## src/rtl/prio_irq_pkg.sv

```systemverilog
package prio_irq_pkg;
   // Core-side control strobes grouped for the gating stage.
   typedef struct packed {
      logic sei;
      logic cli;
      logic reti;
      logic retire;
   } core_strobe_t;

   localparam int unsigned MAX_SRC = 32;
endpackage

```

## src/rtl/irq_flag_bank.sv

```systemverilog
module irq_flag_bank #(
   parameter int unsigned      N_SRC     = 8,
   parameter logic [N_SRC-1:0] LEVEL_SRC = N_SRC'(8'hC0),
   localparam int unsigned     IDX_W     = $clog2(N_SRC)
) (
   input  logic             clk,
   input  logic             rst_n,
   input  logic [N_SRC-1:0] evt_i,
   input  logic [N_SRC-1:0] lvl_i,
   input  logic             en_we_i,
   input  logic [N_SRC-1:0] en_wdata_i,
   input  logic             clr_we_i,
   input  logic [N_SRC-1:0] clr_mask_i,
   input  logic             ack_i,
   input  logic [IDX_W-1:0] ack_idx_i,
   output logic [N_SRC-1:0] flags_o,
   output logic [N_SRC-1:0] en_o,
   output logic [N_SRC-1:0] req_o
);
   logic [N_SRC-1:0] en_q;

   always_ff @(posedge clk or negedge rst_n) begin
      if (!rst_n)       en_q <= '0;
      else if (en_we_i) en_q <= en_wdata_i;
   end

   assign en_o = en_q;

   for (genvar i = 0; i < N_SRC; i++) begin : g_src
      if (LEVEL_SRC[i]) begin : g_level
         assign flags_o[i] = 1'b0;
         assign req_o[i]   = lvl_i[i] & en_q[i];
      end else begin : g_latched
         logic flag_q;
         logic drop;
         assign drop = (clr_we_i & clr_mask_i[i]) |
                       (ack_i & (ack_idx_i == IDX_W'(i)));
         always_ff @(posedge clk or negedge rst_n) begin
            if (!rst_n)        flag_q <= 1'b0;
            else if (evt_i[i]) flag_q <= 1'b1;
            else if (drop)     flag_q <= 1'b0;
         end
         assign flags_o[i] = flag_q;
         assign req_o[i]   = flag_q & en_q[i];
      end
   end
endmodule

```

## src/rtl/irq_prio_pick.sv

```systemverilog
module irq_prio_pick #(
   parameter int unsigned  N_SRC     = 8,
   parameter bit           LOW_FIRST = 1'b1,
   localparam int unsigned IDX_W     = $clog2(N_SRC)
) (
   input  logic [N_SRC-1:0] req_i,
   output logic             any_o,
   output logic [IDX_W-1:0] idx_o
);
   assign any_o = |req_i;

   if (LOW_FIRST) begin : g_low
      always_comb begin
         idx_o = '0;
         for (int k = N_SRC - 1; k >= 0; k--) begin
            if (req_i[k]) idx_o = IDX_W'(k);
         end
      end
   end else begin : g_high
      always_comb begin
         idx_o = '0;
         for (int k = 0; k < N_SRC; k++) begin
            if (req_i[k]) idx_o = IDX_W'(k);
         end
      end
   end
endmodule

```

## src/rtl/irq_gate_ctl.sv

```systemverilog
module irq_gate_ctl
   import prio_irq_pkg::*;
(
   input  logic         clk,
   input  logic         rst_n,
   input  core_strobe_t strb_i,
   input  logic         any_req_i,
   output logic         take_o,
   output logic         gie_o
);
   logic gie_q;
   logic shadow_q;
   logic opening;

   assign opening = strb_i.sei | strb_i.reti;

   always_comb begin
      take_o = strb_i.retire & gie_q & ~strb_i.cli & ~opening &
               ~shadow_q & any_req_i;
   end

   always_ff @(posedge clk or negedge rst_n) begin
      if (!rst_n) begin
         gie_q    <= 1'b0;
         shadow_q <= 1'b0;
      end else begin
         if (strb_i.cli)   gie_q <= 1'b0;
         else if (take_o)  gie_q <= 1'b0;
         else if (opening) gie_q <= 1'b1;

         if (opening && !strb_i.retire) shadow_q <= 1'b1;
         else if (strb_i.retire)         shadow_q <= 1'b0;
      end
   end

   assign gie_o = gie_q;
endmodule

```

## src/rtl/prio_irq_ctrl.sv

```systemverilog
module prio_irq_ctrl
   import prio_irq_pkg::*;
#(
   parameter int unsigned      N_SRC     = 8,
   parameter logic [N_SRC-1:0] LEVEL_SRC = N_SRC'(8'hC0),
   parameter bit               LOW_FIRST = 1'b1,
   localparam int unsigned     IDX_W     = $clog2(N_SRC)
) (
   input  logic             clk,
   input  logic             rst_n,
   input  logic [N_SRC-1:0] evt_i,
   input  logic [N_SRC-1:0] lvl_i,
   input  logic             en_we_i,
   input  logic [N_SRC-1:0] en_wdata_i,
   input  logic             clr_we_i,
   input  logic [N_SRC-1:0] clr_mask_i,
   input  logic             sei_i,
   input  logic             cli_i,
   input  logic             reti_i,
   input  logic             retire_i,
   output logic             take_o,
   output logic [IDX_W-1:0] vec_o,
   output logic [N_SRC-1:0] flags_o,
   output logic             gie_o
);
   if (N_SRC < 2 || N_SRC > MAX_SRC) begin : g_bad_n
      $error("prio_irq_ctrl: N_SRC out of range");
   end

   logic [N_SRC-1:0] en_q;
   logic [N_SRC-1:0] req;
   logic             any_req;
   logic [IDX_W-1:0] pick;
   core_strobe_t     strb;

   assign strb = '{sei: sei_i, cli: cli_i, reti: reti_i, retire: retire_i};

   irq_flag_bank #(.N_SRC(N_SRC), .LEVEL_SRC(LEVEL_SRC)) u_bank (
      .clk        (clk),
      .rst_n      (rst_n),
      .evt_i      (evt_i),
      .lvl_i      (lvl_i),
      .en_we_i    (en_we_i),
      .en_wdata_i (en_wdata_i),
      .clr_we_i   (clr_we_i),
      .clr_mask_i (clr_mask_i),
      .ack_i      (take_o),
      .ack_idx_i  (pick),
      .flags_o    (flags_o),
      .en_o       (en_q),
      .req_o      (req)
   );

   irq_prio_pick #(.N_SRC(N_SRC), .LOW_FIRST(LOW_FIRST)) u_pick (
      .req_i (req),
      .any_o (any_req),
      .idx_o (pick)
   );

   irq_gate_ctl u_gate (
      .clk       (clk),
      .rst_n     (rst_n),
      .strb_i    (strb),
      .any_req_i (any_req),
      .take_o    (take_o),
      .gie_o     (gie_o)
   );

   assign vec_o = take_o ? pick : '0;
endmodule

```

## config.mk

```make
export PLATFORM = sky130hd
export DESIGN_NAME = prio_irq_ctrl
export DESIGN_NICKNAME = d
export VERILOG_FILES = /design/src/rtl/prio_irq_pkg.sv /design/src/rtl/irq_flag_bank.sv /design/src/rtl/irq_prio_pick.sv /design/src/rtl/irq_gate_ctl.sv /design/src/rtl/prio_irq_ctrl.sv
export SDC_FILE = /design/constraint.sdc
export NUM_CORES = 1
export LEC_CHECK = 0
export ABC_AREA = 1
export BUFFER_PORTS_ARGS = -buffer_cell sky130_fd_sc_hd__buf_4
export CAP_MARGIN = 20
export CORE_AREA = 2 2 49 51
export CTS_CLUSTER_DIAMETER = 30
export CTS_CLUSTER_SIZE = 12
export DETAILED_ROUTE_END_ITERATION = 7
export DIE_AREA = 0 0 51 53
export PLACE_DENSITY = 0.88
export SYNTH_ARGS = -nofsm -noshare
export SYNTH_HDL_FRONTEND = slang
export SYNTH_SLANG_ARGS = --single-unit
```

## constraint.sdc

```tcl
create_clock -name clk -period 2.6 [get_ports clk]
set_clock_uncertainty 0.05 [all_clocks]
set_input_delay 0 -clock clk [delete_from_list [all_inputs] [get_ports clk]]
set_output_delay 0 -clock clk [all_outputs]
set_load 0.005 [all_outputs]
```

# Word-level counts from Yosys, hierarchy flattened
# Cells that the tools add are included.
totals:
  ff_bits: 16
  input_bits: 40
  output_inout_bits: 13
  elab_cells: 87
classes:
  eq_ne: 5
  muxes: 26
  n_bitwise: 35
  reduce_logical: 12
ops:
  columns: ["operator", "n"]
  rows:
  - ["$mux W3", 9]
  - ["$and A1 B1 Y1", 25]
  - ["$mux W1", 17]
  - ["$reduce_bool A2 Y1", 7]
  - ["$reduce_or A8 Y1", 1]
  - ["$or A1 B1 Y1", 7]
  - ["$eq A3 B2 Y1 const B", 2]
  - ["$eq A3 B3 Y1 const B", 2]
  - ["$eq A3 B1 Y1 const B", 1]
  - ["$logic_not A3 Y1", 1]
  - ["$not A1 Y1", 3]
  - ["$reduce_bool A3 Y1", 1]
  - ["$logic_and A1 B1 Y1", 1]
  - ["$logic_not A1 Y1", 1]

# Longest topological paths before layout
# Gate-level depths: netlist (run 1).
logic_depth:
  word_depth: 14
  ltp_mapped: 12
  ltp_nobuf: 12

# By module
# A second synthesis (run 1) with hierarchy kept.
unflattened:
  cells_unflattened: 155
  hier_area_um2: 1002.2
modules_own_cells:
  columns: ["module", "n_inst", "cells_each", "area_each_um2", "seq_area_each_um2"]
  rows:
  - ["irq_flag_bank", 1, 111, 772.0, 350.3]
  - ["irq_gate_ctl", 1, 16, 108.9, 50.0]
  - ["irq_prio_pick", 1, 22, 98.8, 0.0]
  - ["prio_irq_ctrl", 1, 6, 22.5, 0.0]

# Worst setup path before layout (run 1)
# No wires, ideal clock.
synth_timing:
  kind: "register -> register"
  start: "register u_bank.g_src[0].g_latched.flag_q"
  end: "register u_bank.g_src[5].g_latched.flag_q"
  setup_time_ps: 116
  t_arrival_ps: 1044
  t_required_ps: 2434
  slack_ps: 1390
  path_stages_with_launch: 9
  path_buffers: 0
  synth_period_minus_slack_ps: 1210
  path_cell_list: "dfrtp_1 > nand2_2 > nand2_2 > nor2_4 > nand2_2 > nor2_4 > nand4_1 > nand2_1 > nand2_1"
synth_via:
  elab_chain_len: 6
  elab_cells_between_ends: 8
  cone_classes: "1 x eq/ne; 1 x mux; 4 x bitwise; 2 x reduce/logical"
synth_rtl:
  columns: ["element", "line", "source"]
  rows:
  - ["start: declaration", "irq_flag_bank.sv:34", "logic flag_q;"]
  - ["start signal: assignment", "irq_flag_bank.sv:39", "if (!rst_n) flag_q <= 1'b0;"]
  - ["start signal: assignment", "irq_flag_bank.sv:40", "else if (evt_i[i]) flag_q <= 1'b1;"]
  - ["start signal: assignment", "irq_flag_bank.sv:41", "else if (drop) flag_q <= 1'b0;"]
  - ["$and A1 B1 Y1 *", "irq_flag_bank.sv:44", "assign req_o[i] = flag_q & en_q[i];"]
  - ["$reduce_or A8 Y1 / $mux W3 (equally long branches)", "irq_prio_pick.sv:10, irq_prio_pick.sv:16", null]
  - ["$and A1 B1 Y1 / $eq A3 B3 Y1 (equally long branches)", "irq_gate_ctl.sv:19, irq_flag_bank.sv:37", null]
  - ["$and A1 B1 Y1 *", "irq_flag_bank.sv:37", "(ack_i & (ack_idx_i == IDX_W'(i)));"]
  - ["$or A1 B1 Y1 *", "irq_flag_bank.sv:36", "assign drop = (clr_we_i & clr_mask_i[i]) |"]
  - ["$reduce_bool A2 Y1 (no line) *", null, null]
  - ["end signal: assignment", "irq_flag_bank.sv:39", null]
  - ["end signal: assignment", "irq_flag_bank.sv:40", null]
  - ["end signal: assignment", "irq_flag_bank.sv:41", null]
  - ["end: declaration", "irq_flag_bank.sv:34", null]
# Mark *: on every way between the ends. The rest lies on a longest branch, timed or not.
# A chain may end at the register's enable or synchronous reset.

# Worst setup path in the final report (run 1)
layout_timing:
  start: "register u_bank.g_src[3].g_latched.flag_q"
  end: "register u_bank.g_src[5].g_latched.flag_q"
layout_via:
  elab_chain_len: 9
  elab_cells_between_ends: 11
  cone_classes: "1 x eq/ne; 4 x mux; 4 x bitwise; 2 x reduce/logical"
layout_rtl:
  columns: ["element", "line", "source"]
  rows:
  - ["start: declaration", "irq_flag_bank.sv:34", null]
  - ["start signal: assignment", "irq_flag_bank.sv:39", null]
  - ["start signal: assignment", "irq_flag_bank.sv:40", null]
  - ["start signal: assignment", "irq_flag_bank.sv:41", null]
  - ["$and A1 B1 Y1 *", "irq_flag_bank.sv:44", null]
  - ["$mux W3 (4 in a row)", "irq_prio_pick.sv:16", "if (req_i[k]) idx_o = IDX_W'(k);"]
  - ["$eq A3 B3 Y1", "irq_flag_bank.sv:37", null]
  - ["$and A1 B1 Y1 *", "irq_flag_bank.sv:37", null]
  - ["$or A1 B1 Y1 *", "irq_flag_bank.sv:36", null]
  - ["$reduce_bool A2 Y1 (no line) *", null, null]
# Marks and branches as above.

==> impl_summary.txt, run 1 <==
----------------------------------------------------
[Finish]
  Diodes inserted ... 0
  Nets ... 211
  Area grow syn2layout ... 58.6%
  Proportion of layout cells with a drive suffix above 1 ... 38.5%
  Final core utilization ... 70.2%

[Place]
  Final estimated routing congestion in global placement ... 0.805
  Detail Placement HPWL ... 1690 um
  Buffers added on ports ... 40

[Clock network]
  Number of clock sinks ... 16
  Clk Latency, worst-skew pair ... roughly 0.28 ns
  TritonCTS clock tree ... yes
  CTS H-Tree Depth ... 1
  Gates resized, CTS repair ... 0
  Number of buffers on the longest clock path ... 2
  CTS clk-pin slew, worst paths ... roughly 0.09 ns
  Root buffer cell ... sky130_fd_sc_hd__clkbuf_4
  TritonCTS buffer count ... 3

[Timing]
  Final max-slew violation count ... 0
  Count of final hold-check violations ... 0
  Final Setup Violations ... 0
  Fin crit share ... 73.0%
  Final period demand of the worst path ... 1.90 ns
  Achievable clock frequency ... 527 MHz
  Setup repair after global routing missed its margin ... no
  Total negative slack ... 0 ns

[Pwr]
  Power per cell area ... ~390 nW/um2
  Pwr Total ... 591 uW
  Leak Pwr ... 0.761 nW
  Highest ir drop seen on vdd ... 0.000360 V

[Die]
  Number of standard-cell rows in the floorplan ... 17
  Core ar. ... approximately 2100 um2
  Die W ... 51 um
  Die area ... 2700 um2
  I/O pin total ... 53
  Starting density of the core ... 44.3%
  Die Y-Extent ... 53 um

[Yosys]
  Biggest area consumer among synthesized cells ... sky130_fd_sc_hd__dfrtp_1
  Warning count from the yosys run ... 0
  Total of flip-flops plus latches after synthesis ... 16
  Fraction of the yosys area taken by sequential cells ... 42.1%
  Netlist area before placement ... 951 um2
  Post-synthesis cell type count ... 19
  Yosys top cell area share ... 42.1%
  Leading cell types by total area after synthesis ... sky130_fd_sc_hd__dfrtp_1 42%, sky130_fd_sc_hd__nand2_1 11%, sky130_fd_sc_hd__mux2_2 9.5%
  Mean area per synthesized cell ... 8.80 um2
  Cell count after synthesis ... ~110

[Worst setup path]
  Maximum single-stage delay on the critical path ... 0.54 ns
  Type of destination of the critical path ... register
  Worst reg2reg path depth ... 9
  Startpoint of the most critical register-to-register path ... u_bank.g_src[3].g_latched.flag_q
  Worst setup path class ... reg2reg
  Instance count on the critical path ... 9
  Cell breakdown of the critical path ... nand2_1 -> nand2_2 -> nor2_4 -> nand2_2 -> nor2_4 -> nand4_1 -> nand2_1 -> nand2_1 -> dlygate4sd3_1
  Launching element of the worst setup path ... u_bank.g_src[3].g_latched.flag_q
  Most used cell along the critical path ... sky130_fd_sc_hd__nand2_1
  Total buffers and inverters traversed by the critical path ... 1
  Data arrival time of the critical path ... 2.01 ns
  Endpoint of the lowest-slack register-to-register path ... u_bank.g_src[5].g_latched.flag_q
  Termination of the worst setup path ... u_bank.g_src[5].g_latched.flag_q
  Data required time of the worst path ... 2.72 ns
  Worst-path cell with the longest stage delay ... sky130_fd_sc_hd__dlygate4sd3_1
  Critical-path maximum fanout ... 3
  Cell family with the largest share of critical-path delay ... simple AND/OR/NAND/NOR gates
  Worst-case register-to-register setup slack ... 0.70 ns
  Kind of launch point of the worst setup path ... register

[Routing]
  Total via count in the routed design ... approximately 900
  Vias per cell ... 4.63
  Final Routed Wirelength ... 2330 um
  DRC Markers ... 0
  Average detailed-routed wire length per instance ... ~12 um
  First-pass iteration count of the detailed router ... 4
  Final antenna-violating net count ... 0
  Iteration-0 DRC count of the detailed router ... 9

[Status]
  Status ... completed

[Flow run]
  Maximum capacitance violations ... 0

[Min path]
  Worst Hold Class ... in2reg

[GRT]
  Total congestion overflow ... 0
  Global routing usage summed across all routing layers ... 19.5%
  Wire length of the first global-routing pass ... 3770 um
  Maximum number of pins on one net before global-route repair ... 17
  Antenna violations before repair ... 0
  Number of global-route vias before repair ... about 900

----------------------------------------------------
[registers in the layout (all words and copies together), names as in the netlist]
name and count:
u_gate.gie_o 1, u_bank.en_o 8, u_bank.g_src.g_latched.flag_q 6, u_gate.shadow_q 1
[synthesized netlist by cell type]
| cell type | instances |
|---|---|
| sky130_fd_sc_hd__o21ai_4 | 1 |
| sky130_fd_sc_hd__nand4_1 | 2 |
| sky130_fd_sc_hd__nand2_1 | 28 |
| sky130_fd_sc_hd__conb_1 | 1 |
| sky130_fd_sc_hd__nand4_4 | 1 |
| sky130_fd_sc_hd__nand2_2 | 6 |
| sky130_fd_sc_hd__nor2_4 | 4 |
| sky130_fd_sc_hd__dfrtp_1 | 16 |
| sky130_fd_sc_hd__a21boi_0 | 5 |
| sky130_fd_sc_hd__mux2_2 | 8 |
| sky130_fd_sc_hd__inv_1 | 13 |
| sky130_fd_sc_hd__buf_2 | 1 |
| sky130_fd_sc_hd__nor2_1 | 6 |
| sky130_fd_sc_hd__a21oi_2 | 1 |
| sky130_fd_sc_hd__buf_4 | 8 |
| sky130_fd_sc_hd__inv_2 | 1 |
| sky130_fd_sc_hd__o21bai_1 | 1 |
| sky130_fd_sc_hd__nand3_1 | 4 |
| sky130_fd_sc_hd__o21ai_0 | 1 |
[layer usage]
metal	wire length [um]	track usage, %	up-vias	part of all wire [%]
li1	-	-	453	-
met1	913	20.1	419	39
met2	1230	37.4	35	53
met3	124	1.98	6	5.3
met4	61	12.2	0	2.6
met5	0	0	-	0
[logic make-up (layout without fill, tap and decap cells)]
family | Yosys count | in the layout | share of synthesized area [%]
other | 1 | 2 | 0.394
DFF | 16 | 16 | 42.1
and+or+nand+nor | 51 | 51 | 27.8
muxes | 8 | 8 | 9.47
AOI/OAI and AO/OA | 9 | 9 | 7.90
buffers and inverters | 23 | 83 | 12.4
[cell type report]
cell class	instances	area, um2
multi-input cells	70	437
fillers	169	641
repair buffers	66	561
well taps	28	35.0
flip-flops and latches	16	400
clock buffers	3	22.5
inverters	14	52.6
[worst min-delay path by stage]
stage / slack [ns] / end / from / cells after the start
6_report: 0.01 / u_bank.en_o[4] / en_we_i / 2
5_1_grt: 0.007 / u_bank.en_o[4] / en_we_i / 2
4_1_cts: 0.005 / u_bank.en_o[4] / en_we_i / 2
3_5_place_dp: -0.18 / u_bank.en_o[4] / rst_n / 1
3_3_place_gp: -0.19 / u_bank.en_o[6] / rst_n / 1
2_1_floorplan: -0.35 / u_bank.en_o[0] / rst_n / 0
[power by group]
| part | internal (mW) | leakage, nW | switching (mW) |
|---|---|---|---|
| clock | 0.0536 | 0.0138 | 0.0691 |
| combinational | 0.103 | 0.570 | 0.0794 |
| sequential | 0.270 | 0.178 | 0.0156 |
| total | 0.427 | 0.761 | 0.164 |
[metrics by stage]
stage	hold WS (ns)	worst slack, ns	instance area [um2]	cells
floorplan	-0.346	1.39	955	109
global placement	-0.188	1.30	1220	168
detailed placement	-0.182	1.25	1220	168
CTS	0.00469	0.699	1510	197
global route	0.00733	0.593	1510	197
finish	0.0148	0.702	1510	197
[placed cells by master, fill, tap and decap left out, drive strengths merged]
cell	netlist	routed
nand2	34	34
conb	1	2
a21boi	5	5
clkbuf	0	3
nor2	10	10
dlygate4sd3	0	26
nand4	3	3
a21oi	1	1
o21bai	1	1
dfrtp	16	16
buf	9	40
o21ai	2	2
mux2	8	8
nand3	4	4
inv	14	14
[repair_timing]
item                       in CTS  in global routing
setup endpoints to repair       0                  0
hold endpoints to repair       32                  0
hold buffers                   26                  0
setup buffers                   0                  0
(Power assumes the default switching activity.)
==> run 2: changes to the inputs <==
Settings changed: CORE_AREA 2 2 49 51 to 2 2 51 53, DIE_AREA 0 0 51 53 to 0 0 53 55, PLACE_DENSITY 0.88 to 0.82.
Clock period 2.6 ns to 1.8 ns, I/O delays scaled along.
==> run 2 against run 1 <==
Compared with the run above:
- global-route usage rose by 2.5 points
- combinational power increased by 64%
- design area rose by 7.7%
- routed wire length is 21% higher
- worst setup slack worse by 0.47 ns
- final cell count rose by 6.6%
- via count increased by 5.3%
- register-to-register slack got worse by 0.32 ns
- die area is 7.8% higher
- clock-buffer cell count up 1
- sequential power up 45%
- first-iteration DRC count increased by 44%
- critical endpoint is now vec_o[0]
- highest routed layer unchanged
==> impl_summary.txt, run 2 (synthesis gave the netlist of run 1 again) <==
----------------------------------------------------
[Finish]
  Nets ... 221
  Max FFs per register ... 8
  Commonest cells after routing, fill and taps aside ... 40 x sky130_fd_sc_hd__buf_4, 36 x sky130_fd_sc_hd__dlygate4sd3_1, 28 x sky130_fd_sc_hd__nand2_1, 16 x sky130_fd_sc_hd__dfrtp_1, 13 x sky130_fd_sc_hd__inv_1
  Most frequent standard cell in the layout excluding fill and tap cells ... sky130_fd_sc_hd__buf_4
  Area grow syn2layout ... 70.8%
  Proportion of layout cells with a drive suffix above 1 ... around 37%
  Diodes inserted ... 0

[GRT]
  Wire length of the first global-routing pass ... 4520 um
  Global routing usage summed across all routing layers ... 22.0%
  Total congestion overflow ... 0
  Number of global-route vias before repair ... 992
  Maximum number of pins on one net before global-route repair ... 17
  Antenna violations before repair ... 0

[Place]
  Detail Placement HPWL ... 1640 um
  Buffers added on ports ... 40
  Placement Setup Slack ... between 0.4 and 0.5 ns
  Final estimated routing congestion in global placement ... 0.725

[Worst setup path]
  Total buffers and inverters traversed by the critical path ... 1
  Maximum single-stage delay on the critical path ... ~0.42 ns
  Cell breakdown of the critical path ... nand2_1 -> nand2_2 -> nor2_4 -> nor2_4 -> a21oi_2 -> nor2_1 -> buf_4
  Data arrival time of the critical path ... 1.51 ns
  Critical-path maximum fanout ... 5
  Most used cell along the critical path ... sky130_fd_sc_hd__nor2_4
  Kind of launch point of the worst setup path ... register
  Type of destination of the critical path ... output pin
  Cell family with the largest share of critical-path delay ... simple AND/OR/NAND/NOR gates
  Worst reg2reg path depth ... 4
  Worst-path cell with the longest stage delay ... sky130_fd_sc_hd__dfrtp_1
  Worst setup path class ... reg2out
  Data required time of the worst path ... 1.75 ns
  Instance count on the critical path ... 7

[Pwr]
  Design internal power ... 685 uW
  Share of power burned in the clock network ... 25.6%
  Switch Pwr ... 273 uW
  Combinational cell fraction of total power ... between 30% and 40%
  Leak Pwr ... 0.817 nW
  Pwr Total ... 958 uW
  Sequential share of power ... 43.0%
  Highest ir drop seen on vdd ... 0.000563 V
  Power per cell area ... 590 nW/um2
  Fraction of power spent switching nets ... 28.5%

[Timing]
  Setup repair after global routing missed its margin ... no
  Final max-slew violation count ... 0
  Final period demand of the worst path ... roughly 1.6 ns
  Total negative slack ... 0 ns
  Slack of the critical path ... between 0.2 and 0.25 ns
  Achievable clock frequency ... 640 MHz
  Final Setup Violations ... 0
  Fin crit share ... roughly 87%
  Count of final hold-check violations ... 0
  Worst hold-check slack ... 0.0116 ns

[Die]
  Core ar. ... 2360 um2
  I/O pin total ... 53
  Die area ... 2920 um2
  Die Y-Extent ... 55 um
  Die W ... 53 um
  Starting density of the core ... 40.2%
  Number of standard-cell rows in the floorplan ... 18

[Clock network]
  Post-CTS Setup Bufs ... 0
  Clk Latency, worst-skew pair ... roughly 0.29 ns
  CTS clk-pin slew, worst paths ... approximately 0.1 ns
  Gates resized, CTS repair ... 0
  Number of buffers on the longest clock path ... 2
  # hold bufs at CTS ... 36
  Number of clock sinks ... 16
  TritonCTS clock tree ... yes
  TritonCTS buffer count ... 3
  Root buffer cell ... sky130_fd_sc_hd__clkbuf_4
  CTS H-Tree Depth ... 1

[Routing]
  DRC Markers ... 0
  Average detailed-routed wire length per instance ... 13.5 um
  Final antenna-violating net count ... 0
  Vias per cell ... 4.58
  Total via count in the routed design ... between 900 and 1k
  First-pass iteration count of the detailed router ... 4
  Final Routed Wirelength ... 2830 um
  Iteration-0 DRC count of the detailed router ... 13

[Flow run]
  Maximum capacitance violations ... 0

[Status]
  Status ... completed

[Min path]
  Worst hold path stage count ... 5
  Worst Hold Class ... in2reg

----------------------------------------------------
==> run 2: power by group through the flow <==
stage	clock (mW)	combinational (mW)	sequential [mW]
after detailed placement	0	0.210	0.418
after floorplan	0	0.136	0.412
after global placement	0	0.203	0.416
final	0.246	0.300	0.412
after global routing	0.266	0.326	0.417
after CTS	0.248	0.289	0.411
==> run 2: layout make-up <==
type	count	area (um2)
clock buffer	4	36.3
fill	170	741
inverter	14	52.6
multi-input combinational	70	437
sequential	16	400
tap	30	37.5
timing repair buffer	76	661
==> run 2: per-stage QoR <==
| stage | cell area [um2] | utilization [%] | std cells |
|---|---|---|---|
| after floorplan | 955 | - | 109 |
| after global placement | 1230 | 51.9 | 170 |
| after detailed placement | 1230 | 51.9 | 170 |
| after CTS | 1620 | 68.7 | 210 |
| after global routing | 1620 | 68.7 | 210 |
| final | 1620 | 68.7 | 210 |
==> run 2: path summary, 6_finish.rpt <==
kind	from	endpoint	slack, ns
worst min register to register	u_gate.shadow_q	u_gate.shadow_q	0.51
worst min-delay path	reti_i	u_gate.shadow_q	0.01
worst max register to register	u_bank.g_src[5].g_latched.flag_q	u_bank.g_src[5].g_latched.flag_q	0.38
min in group asynchronous	rst_n	u_bank.en_o[2]	0.05
worst max-delay path	u_bank.g_src[1].g_latched.flag_q	vec_o[0]	0.24
max in group asynchronous	rst_n	u_gate.gie_o	1.47
==> run 2: layer usage <==
metal	part of all wire (%)	wire length, um	track usage [%]	vias to the layer above
li1	-	-	-	476
met1	37	1060	23.6	448
met2	58	1640	45.4	35
met3	4.3	122	1.88	2
met4	0.42	12	6.41	0
met5	0	0	0	-
==> run 2: tightest hold or removal path: cells and delay by family <==
kind	cells	cell delay, ns
AND/OR/NAND/NOR	3	0.21
buffers and inverters	2	0.12
